## src/rtl/modem_pkg.sv

```systemverilog
package modem_pkg;

    localparam int NUM_IN = 4;

    // Input order shared by status levels and change flags
    localparam int IN_CTS = 0;
    localparam int IN_DSR = 1;
    localparam int IN_RI  = 2;
    localparam int IN_DCD = 3;

    typedef enum logic [1:0] {
        ADDR_STAT = 2'd0,
        ADDR_CTRL = 2'd1,
        ADDR_FDEL = 2'd2,
        ADDR_NONE = 2'd3
    } reg_addr_e;

    // Status word layout
    localparam int STAT_CHG_LSB = 0;
    localparam int STAT_LVL_LSB = 4;
    localparam int STAT_FCM_BIT = 8;

    // Control word layout
    localparam int CTRL_DTR_BIT = 0;
    localparam int CTRL_RTS_BIT = 1;
    localparam int CTRL_FCM_BIT = 4;

    // Distance between drop level and return level
    localparam int REARM_GAP = 4;

    typedef struct packed {
        logic fcm;
        logic rts;
        logic dtr;
    } ctrl_t;

endpackage

```

## src/rtl/modem_in_sync.sv

```systemverilog
module modem_in_sync
    import modem_pkg::*;
#(
    parameter int N = NUM_IN
) (
    input  logic         clk,
    input  logic         rst,
    input  logic [N-1:0] pin_i,
    output logic [N-1:0] level_o,
    output logic [N-1:0] edge_o
);

    for (genvar i = 0; i < N; i++) begin : g_ch
        logic s1_q, s2_q, prev_q;

        always_ff @(posedge clk) begin
            if (rst) begin
                s1_q   <= 1'b0;
                s2_q   <= 1'b0;
                prev_q <= 1'b0;
            end else begin
                s1_q   <= pin_i[i];
                s2_q   <= s1_q;
                prev_q <= s2_q;
            end
        end

        assign level_o[i] = s2_q;
        assign edge_o[i]  = s2_q ^ prev_q;
    end

endmodule

```

## src/rtl/flow_rts_ctrl.sv

```systemverilog
module flow_rts_ctrl
    import modem_pkg::*;
#(
    parameter int LVL_W = 6
) (
    input  logic             clk,
    input  logic             rst,
    input  logic             fcm_i,
    input  logic [LVL_W-1:0] level_i,
    input  logic [LVL_W-1:0] fdel_i,
    output logic             hold_o,
    output logic             flowdel_o
);

    localparam logic [LVL_W-1:0] GAP = LVL_W'(REARM_GAP);

    logic [LVL_W-1:0] rearm;
    logic             at_trip;
    logic             at_rearm;
    logic             hold_q;

    always_comb begin
        rearm    = (fdel_i >= GAP) ? (fdel_i - GAP) : '0;
        at_trip  = (level_i >= fdel_i);
        at_rearm = (level_i <= rearm);
    end

    always_ff @(posedge clk) begin
        if (rst || !fcm_i) begin
            hold_q <= 1'b0;
        end else if (at_trip) begin
            hold_q <= 1'b1;
        end else if (at_rearm) begin
            hold_q <= 1'b0;
        end
    end

    assign hold_o    = hold_q;
    assign flowdel_o = at_trip;

endmodule

```

## src/rtl/tx_gate.sv

```systemverilog
module tx_gate (
    input  logic clk,
    input  logic rst,
    input  logic fcm_i,
    input  logic cts_i,
    input  logic tx_busy_i,
    output logic tx_allow_o
);

    logic allow_q;

    always_ff @(posedge clk) begin
        if (rst) begin
            allow_q <= 1'b1;
        end else if (!tx_busy_i) begin
            allow_q <= fcm_i ? cts_i : 1'b1;
        end
    end

    assign tx_allow_o = allow_q;

endmodule

```

## src/rtl/uart_modem_ctrl.sv

```systemverilog
module uart_modem_ctrl
    import modem_pkg::*;
#(
    parameter int LVL_W    = 6,
    parameter int DW       = 16,
    parameter int FDEL_RST = 32
) (
    input  logic             clk,
    input  logic             rst,
    input  logic             wr_en,
    input  logic [1:0]       wr_addr,
    input  logic [DW-1:0]    wr_data,
    input  logic [1:0]       rd_addr,
    output logic [DW-1:0]    rd_data,
    input  logic             cts_i,
    input  logic             dsr_i,
    input  logic             ri_i,
    input  logic             dcd_i,
    output logic             dtr_o,
    output logic             rts_o,
    output logic             msi_o,
    input  logic [LVL_W-1:0] rx_level_i,
    output logic             flow_del_o,
    input  logic             tx_busy_i,
    output logic             tx_allow_o
);

    logic [NUM_IN-1:0] pins;
    logic [NUM_IN-1:0] lvl;
    logic [NUM_IN-1:0] edg;
    logic [NUM_IN-1:0] chg_q;
    logic [NUM_IN-1:0] clr_mask;
    ctrl_t             ctrl_q;
    logic [LVL_W-1:0]  fdel_q;
    logic              hold;
    reg_addr_e         waddr;
    reg_addr_e         raddr;

    assign pins  = {dcd_i, ri_i, dsr_i, cts_i};
    assign waddr = reg_addr_e'(wr_addr);
    assign raddr = reg_addr_e'(rd_addr);

    modem_in_sync #(.N(NUM_IN)) u_sync (
        .clk     (clk),
        .rst     (rst),
        .pin_i   (pins),
        .level_o (lvl),
        .edge_o  (edg)
    );

    // Write-one-to-clear; a fresh edge wins over a clear
    assign clr_mask = (wr_en && waddr == ADDR_STAT)
                    ? wr_data[STAT_CHG_LSB +: NUM_IN] : '0;

    always_ff @(posedge clk) begin
        if (rst) begin
            chg_q <= '0;
        end else begin
            chg_q <= (chg_q & ~clr_mask) | edg;
        end
    end

    always_ff @(posedge clk) begin
        if (rst) begin
            ctrl_q <= '0;
            fdel_q <= LVL_W'(FDEL_RST);
        end else if (wr_en) begin
            case (waddr)
                ADDR_CTRL: begin
                    ctrl_q.dtr <= wr_data[CTRL_DTR_BIT];
                    ctrl_q.rts <= wr_data[CTRL_RTS_BIT];
                    ctrl_q.fcm <= wr_data[CTRL_FCM_BIT];
                end
                ADDR_FDEL: fdel_q <= wr_data[LVL_W-1:0];
                default: ;
            endcase
        end
    end

    flow_rts_ctrl #(.LVL_W(LVL_W)) u_flow (
        .clk       (clk),
        .rst       (rst),
        .fcm_i     (ctrl_q.fcm),
        .level_i   (rx_level_i),
        .fdel_i    (fdel_q),
        .hold_o    (hold),
        .flowdel_o (flow_del_o)
    );

    tx_gate u_txg (
        .clk        (clk),
        .rst        (rst),
        .fcm_i      (ctrl_q.fcm),
        .cts_i      (lvl[IN_CTS]),
        .tx_busy_i  (tx_busy_i),
        .tx_allow_o (tx_allow_o)
    );

    assign dtr_o = ctrl_q.dtr;
    assign rts_o = ctrl_q.fcm ? !hold : ctrl_q.rts;
    assign msi_o = |chg_q;

    always_comb begin
        rd_data = '0;
        case (raddr)
            ADDR_STAT: begin
                rd_data[STAT_CHG_LSB +: NUM_IN] = chg_q;
                rd_data[STAT_LVL_LSB +: NUM_IN] = lvl;
                rd_data[STAT_FCM_BIT]           = ctrl_q.fcm;
            end
            ADDR_CTRL: begin
                rd_data[CTRL_DTR_BIT] = ctrl_q.dtr;
                rd_data[CTRL_RTS_BIT] = ctrl_q.rts;
                rd_data[CTRL_FCM_BIT] = ctrl_q.fcm;
            end
            ADDR_FDEL: rd_data[LVL_W-1:0] = fdel_q;
            default:   rd_data = '0;
        endcase
    end

endmodule

```

## config.mk

```make
export PLATFORM = sky130hd
export DESIGN_NAME = uart_modem_ctrl
export DESIGN_NICKNAME = d
export VERILOG_FILES = /design/src/rtl/modem_pkg.sv /design/src/rtl/modem_in_sync.sv /design/src/rtl/flow_rts_ctrl.sv /design/src/rtl/tx_gate.sv /design/src/rtl/uart_modem_ctrl.sv
export SDC_FILE = /design/constraint.sdc
export NUM_CORES = 1
export LEC_CHECK = 0
export BUFFER_PORTS_ARGS = -buffer_cell sky130_fd_sc_hd__buf_2
export CORE_ASPECT_RATIO = 0.6
export CORE_MARGIN = 3
export CORE_UTILIZATION = 48
export DETAILED_ROUTE_END_ITERATION = 12
export GPL_TIMING_DRIVEN = 1
export PLACE_DENSITY_LB_ADDON = 0.2
export SLEW_MARGIN = 20
export SYNTH_ARGS = -nofsm -noshare
export SYNTH_HDL_FRONTEND = slang
export SYNTH_SLANG_ARGS = --single-unit
```

## constraint.sdc

```tcl
create_clock -name clk -period 2.1 [get_ports clk]
set_input_delay 0.21 -clock clk [delete_from_list [all_inputs] [get_ports clk]]
set_output_delay 0.21 -clock clk [all_outputs]
set_load 0.02 [all_outputs]
```

==> results of run 1 <==
sequential cells by signal (all words and copies together), names as in the netlist:
name / cells
fdel_q: 6
chg_q: 4
u_sync.g_ch.prev_q: 4
u_sync.g_ch.s1_q: 4
u_sync.g_ch.s2_q: 4
ctrl_q: 2
dtr_o: 1
u_flow.hold_o: 1
u_txg.tx_allow_o: 1
cell usage in the layout (no fill, tap or decap), drive strengths merged, types with 3 or more instances in the layout:
cell type	synthesis	layout
clkbuf	2	3
conb	1	7
xor2	5	5
nand2	14	14
and2	4	4
dfxtp	27	27
ha	14	14
nor2	18	18
inv	8	8
a21oi	6	6
o21ai	7	7
mux2i	15	15
nor2b	15	15
buf	9	40
cell families after synthesis:
family / synth area share, %
buffers and inverters: 6.80
DFF: 36.7
adders and majority gates: 11.9
other: 0.255
muxes: 10.2
AOI/OAI and AO/OA: 8.07
and+or+nand+nor: 22.5
xor gates and xnor gates: 3.57
per-stage QoR:
step	instance area (µm²)	util, %
5_1_grt	1760	65.3
2_1_floorplan	1500	-
3_3_place_gp	1680	62.4
6_report	1760	65.3
3_5_place_dp	1680	62.4
4_1_cts	1730	64.2
final cells by class:
type | count | area (µm²)
Sequential cell | 27 | 546
Timing Repair Buffer | 40 | 208
Clock buffer | 3 | 41.3
Clock inverter | 1 | 5.00
Inverter | 8 | 35.0
Multi-Input combinational cell | 126 | 877
Tap cell | 40 | 50.0
Fill cell | 239 | 936
worst min-delay path by stage:
stage | start | end | slack [ns]
2_1_floorplan | rst | u_sync.g_ch[1].prev_q | 0.28
3_3_place_gp | u_sync.g_ch[3].s1_q | u_sync.g_ch[3].s2_q | 0.42
5_1_grt | dcd_i | u_sync.g_ch[3].s1_q | 0.14
4_1_cts | dsr_i | u_sync.g_ch[1].s1_q | 0.14
3_5_place_dp | dsr_i | u_sync.g_ch[1].s1_q | 0.43
6_report | dsr_i | u_sync.g_ch[1].s1_q | 0.14
power groups by stage:
stage	Sequential (µW)	Combinational, µW	Clock [µW]
after global placement	559	191	0
after detailed placement	559	201	0
after floorplan	557	143	0
after CTS	547	202	300
after global routing	552	229	326
final	549	206	296
metal layers:
layer,share of wire (%),routed length (µm),GRT usage [%],vias to the layer above
li1,-,-,-,619
met1,49,1580,25.6,577
met2,40,1310,24.2,58
met3,11,344,5.54,5
met4,0.74,24,3.55,0
met5,0,0,0,-
timing repair:
| item | 4_1_cts | 5_1_grt |
|---|---|---|
| endpoints found under the setup margin | 1 | 2 |
| hold endpoints to repair | 0 | 0 |
| setup buffers | 0 | 0 |
| gates resized for setup | 2 | 10 |
==> metrics.cfg, run 1 <==
[placed_design]
dp_hpwl_um=2620
io_buffers=37
place_ws_ns=0.00163
placed_cells=241
gp_congestion=0.901

[pwr]
p_int_uw=754
power.total_uw=1050
peakVddDrop_mv=0.374
p_sw_uw=298
p_leak_uw=0.000910
p_comb_share_pct=19.6
power.density_nw_per_um2=597
seqPwrFrac_pct=52.2
p_clk_share_pct=28.2
netSwitchingFraction_pct=28.3

[sta]
setup_tns_ns=0
fmaxAchievable_mhz=486
finalClockSkew_ns=0.00251
fin_ws_ns=0.0429
fin_crit_sh_pct=98.0
worst_hold_slack_ns=0.137
fin_crit_ns=2.06
hold_viol=0
setup-violations-final=0
maxSlewViolCount=0

[die]
die_x_um=77.5
rows=14
initial_utilization_pct=54.6
core-area_um2=2700
die_area_um2=3790
pin_count=55
chipHeight_um=48.9

[global_route]
grt_usage_pct=17.3
antenna_found_initial=0
grt_pass1_vias=1123
grt-ovfl-total=0
grt_max_degree=26
grt_pass1_wl_um=5310

[logic_synthesis]
synth.largest_area_cell=dfxtp_1
ys_seq_area_share_pct=36.7
synth_commonest_cells=dfxtp_1, nor2_1, mux2i_1, nor2b_1
synth_warnings=0
synthFlopType=dfxtp_1
async_flop_share_pct=0
syn_avg_cell_area_um2=8.87
synth_top_area_share_pct=36.7
yosysMostFrequentCell=dfxtp_1
synth_edf_count=0
synth.top_cells.by_area=dfxtp_1, ha_1, mux2i_1
synth.distinct_cells=32
synth-seq-cells=27
synthCells=166
synth_area_um2=1470

[clock_tree]
h-tree-depth=1
cts.hold.buffers_added=0
clk_latency_ns=0.28
path_clk_slew_ns=0.09
cts.sinks=27
cts_root_buffer=clkbuf_8
tritoncts=built
clockBufferDepth=2
cts-buffers-inserted=3

[drt]
drtIter0Drc=106
via_per_inst=5.14
drc_errors=0
wl_per_cell_um=13.3
ant_nets=0
dr_total_vias=1259
finalWirelength_um=3250
drt_pass1_iterations=4

[critical_path]
critical_path_depth=9
critical_path_class=register to register
ff2ff_path_depth=9
crit_path_end=u_flow.hold_o
r2r_start=fdel_q[2]
crit_fanout=4
end_kind=register
path_cells=buf_4 -> nor3_2 -> xnor2_1 -> nand2_1 -> ha_1 -> nand4_1 -> o21bai_1 -> a31oi_1 -> o311a_1
crit_buf_inv=1
crit_path_top_delay_cell=dfxtp_2
path_delay_family=compound AO/OA/AOI/OAI gates
startpoint=fdel_q[2]
arrival_ns=2.23
required_ns=2.27
rr_endpoint=u_flow.hold_o
max_stage_delay_ns=0.35
worst_setup_path_start_kind=register
rrSetupSlack_ns=0.04

[layout]
area.growth.synth_to_final_pct=19.6
diodes=0
drive_gt1_share_pct=27.3
instances_no_fill=245
nets=254

[min_path]
min_delay_path_depth=2
hold_class=primary input to register

[outcome]
status=finished, final reports clean

[run]
max-cap-violations=0

(Power assumes the default switching activity.)
==> inputs of run 2 (changes only) <==
Settings changed: BUFFER_PORTS_ARGS -buffer_cell sky130_fd_sc_hd__buf_2 to -buffer_cell sky130_fd_sc_hd__buf_4, CORE_UTILIZATION 48 to 52.
Clock period 2.1 ns to 2.4 ns, I/O delays scaled along.
==> run 2 against run 1 <==
Final cell count is 4.1% lower. First-iteration DRC count is 25% lower. Die area is 6.9% lower. Sequential share of layout area is 0.83 points lower. Via count is 1.9% higher. Register-to-register slack better by 0.10 ns. Final area is 2.1% higher. Setup slack better by 0.10 ns. Clock skew is 0.00059 ns lower. Utilization is 4.0 points higher. Count of clock-buffer cells in the layout stayed put. Critical path depth is 1 higher. Critical path type unchanged. Largest cell class unchanged. Largest power group unchanged.
==> metrics.cfg, run 2 (synthesis results as in run 1) <==
[outcome]
status=finished, final reports clean

[layout]
finish.utilization_pct=69.4  ; +4.0 points
nets=252  ; -0.79%
largest_register_ff_count=6  ; unchanged
diodes=0  ; unchanged
final_area_um2=1800  ; +2.1%
fill_cells=208  ; -13%
regMostFlops=fdel_q
final_cell_mix=buf_4, dfxtp_1, nor2_1
area.growth.synth_to_final_pct=22.1
final_common_cell=buf_4
drive_gt1_share_pct=22.7  ; -4.7 points

[sta]
worst_hold_slack_ns=0.175  ; +0.0375 ns
fin_crit_ns=2.26  ; +0.199 ns
fin_crit_sh_pct=94.0  ; -4.0 points
rsz0062_at_grt=no
setup_tns_ns=0  ; unchanged
fmaxAchievable_mhz=443  ; -8.8%
maxSlewViolCount=0  ; unchanged
hold_viol=0  ; unchanged
setup-violations-final=0  ; unchanged
finalClockSkew_ns=0.00191  ; -0.000594 ns

[clock_tree]
cts-buffers-inserted=3  ; unchanged
tritoncts=built
cts.hold.buffers_added=0  ; unchanged
cts_root_buffer=clkbuf_8
clk_latency_ns=0.27  ; about the same
clockBufferDepth=2  ; unchanged
h-tree-depth=1  ; unchanged
path_clk_slew_ns=0.09  ; about the same
cts.sinks=27  ; unchanged

[drt]
finalWirelength_um=3560  ; +9.6%
drt_pass1_iterations=4  ; unchanged
ant_nets=0  ; unchanged
drc_errors=0  ; unchanged
via_per_inst=5.46  ; +6.2%
dr_total_vias=1283  ; +1.9%
drtIter0Drc=80  ; -25%
wl_per_cell_um=15.2  ; +14%

[die]
die_area_um2=3530  ; -6.9%
rows=14  ; unchanged
initial_utilization_pct=56.8  ; +2.2 points
die_x_um=74.7  ; -3.6%
chipHeight_um=47.2  ; -3.4%
pin_count=55  ; unchanged
core-area_um2=2590  ; -3.9%

[critical_path]
rr_endpoint=u_flow.hold_o
startpoint=fdel_q[3]
ff2ff_path_depth=10  ; +1
r2r_start=fdel_q[3]
path_cells=inv_1 -> ha_1 -> nand3_1 -> a21o_1 -> nand2_1 -> ha_1 -> nand4_1 -> o21bai_1 -> a31oi_1 -> o311a_1
worst_setup_path_start_kind=register
required_ns=2.57  ; +0.30 ns
max_stage_delay_ns=0.38  ; +0.03 ns
end_kind=register
critical_path_class=register to register
crit_buf_inv=1  ; unchanged
crit_fanout=4  ; unchanged
rrSetupSlack_ns=0.14  ; +0.10 ns
arrival_ns=2.42  ; +0.19 ns
crit_top_cell=ha_1
path_delay_family=compound AO/OA/AOI/OAI gates
crit_path_top_delay_cell=dfxtp_2

[min_path]
hold_class=primary input to register
min-delay-start=dsr_i
min_to=u_sync.g_ch[1].s1_q
min_delay_path_depth=2  ; unchanged

[placed_design]
dpl_cell_area_um2=1750  ; +4.0%
gp_congestion=0.759  ; -16%
io_buffers=37  ; unchanged
dp_hpwl_um=2870  ; +9.5%

[pwr]
peakVddDrop_mv=0.417  ; +11%
power.total_uw=931  ; -11%
power.density_nw_per_um2=518  ; -13%
p_leak_uw=0.000917  ; +0.76%

[global_route]
grt_pass1_wl_um=5430  ; +2.3%
antenna_found_initial=0  ; unchanged
grt_max_degree=26  ; unchanged
grt_pass1_vias=1154  ; +2.8%
grt-ovfl-total=0  ; unchanged
grt_usage_pct=21.3  ; +4.0 points

[run]
max-cap-violations=0  ; unchanged

## run 2: how the worst max path moves through the flow
stage / to / slack, ns / depth (start not counted)
after floorplan: u_flow.hold_o / 0.47 / 10
after global placement: u_flow.hold_o / 0.26 / 10
after detailed placement: u_flow.hold_o / 0.14 / 10
after CTS: u_flow.hold_o / 0.13 / 10
after global routing: u_flow.hold_o / 0.07 / 10
final: u_flow.hold_o / 0.14 / 10
## run 2: final cells by class
cell class	instances	area (µm²)	share of cell area (%)
Sequential cell	27	542	30.1
Inverter	8	30.0	1.67
Timing Repair Buffer	38	285	15.9
Tap cell	32	40.0	2.23
Multi-Input combinational cell	126	855	47.5
Clock inverter	1	5.00	0.278
Clock buffer	3	41.3	2.30
## run 2: per-layer routing
metal  part of all wire (%)  vias up  track usage [%]
met2                     45       77             36.1
met5                      0        -                0
met1                     43      585             27.4
met3                     10        8             5.77
li1                       -      613                -
met4                    1.4        0             5.67
## run 2: repair_timing
item | CTS | global route
endpoints found under the hold margin | 0 | 0
setup buffers | 0 | 0
gates resized for setup | 0 | 1
setup endpoints to repair | 0 | 1
## run 2: per-stage QoR
stage	worst slack [ns]	cells
final	0.144	235
after global routing	0.0660	235
after CTS	0.134	235
after detailed placement	0.140	231
after global placement	0.257	231
after floorplan	0.466	172
## run 2: power by group
part,switching [µW],internal (µW),total [µW]
sequential,14.1,466,481
combinational,106,91.1,197
clock,137,116,253
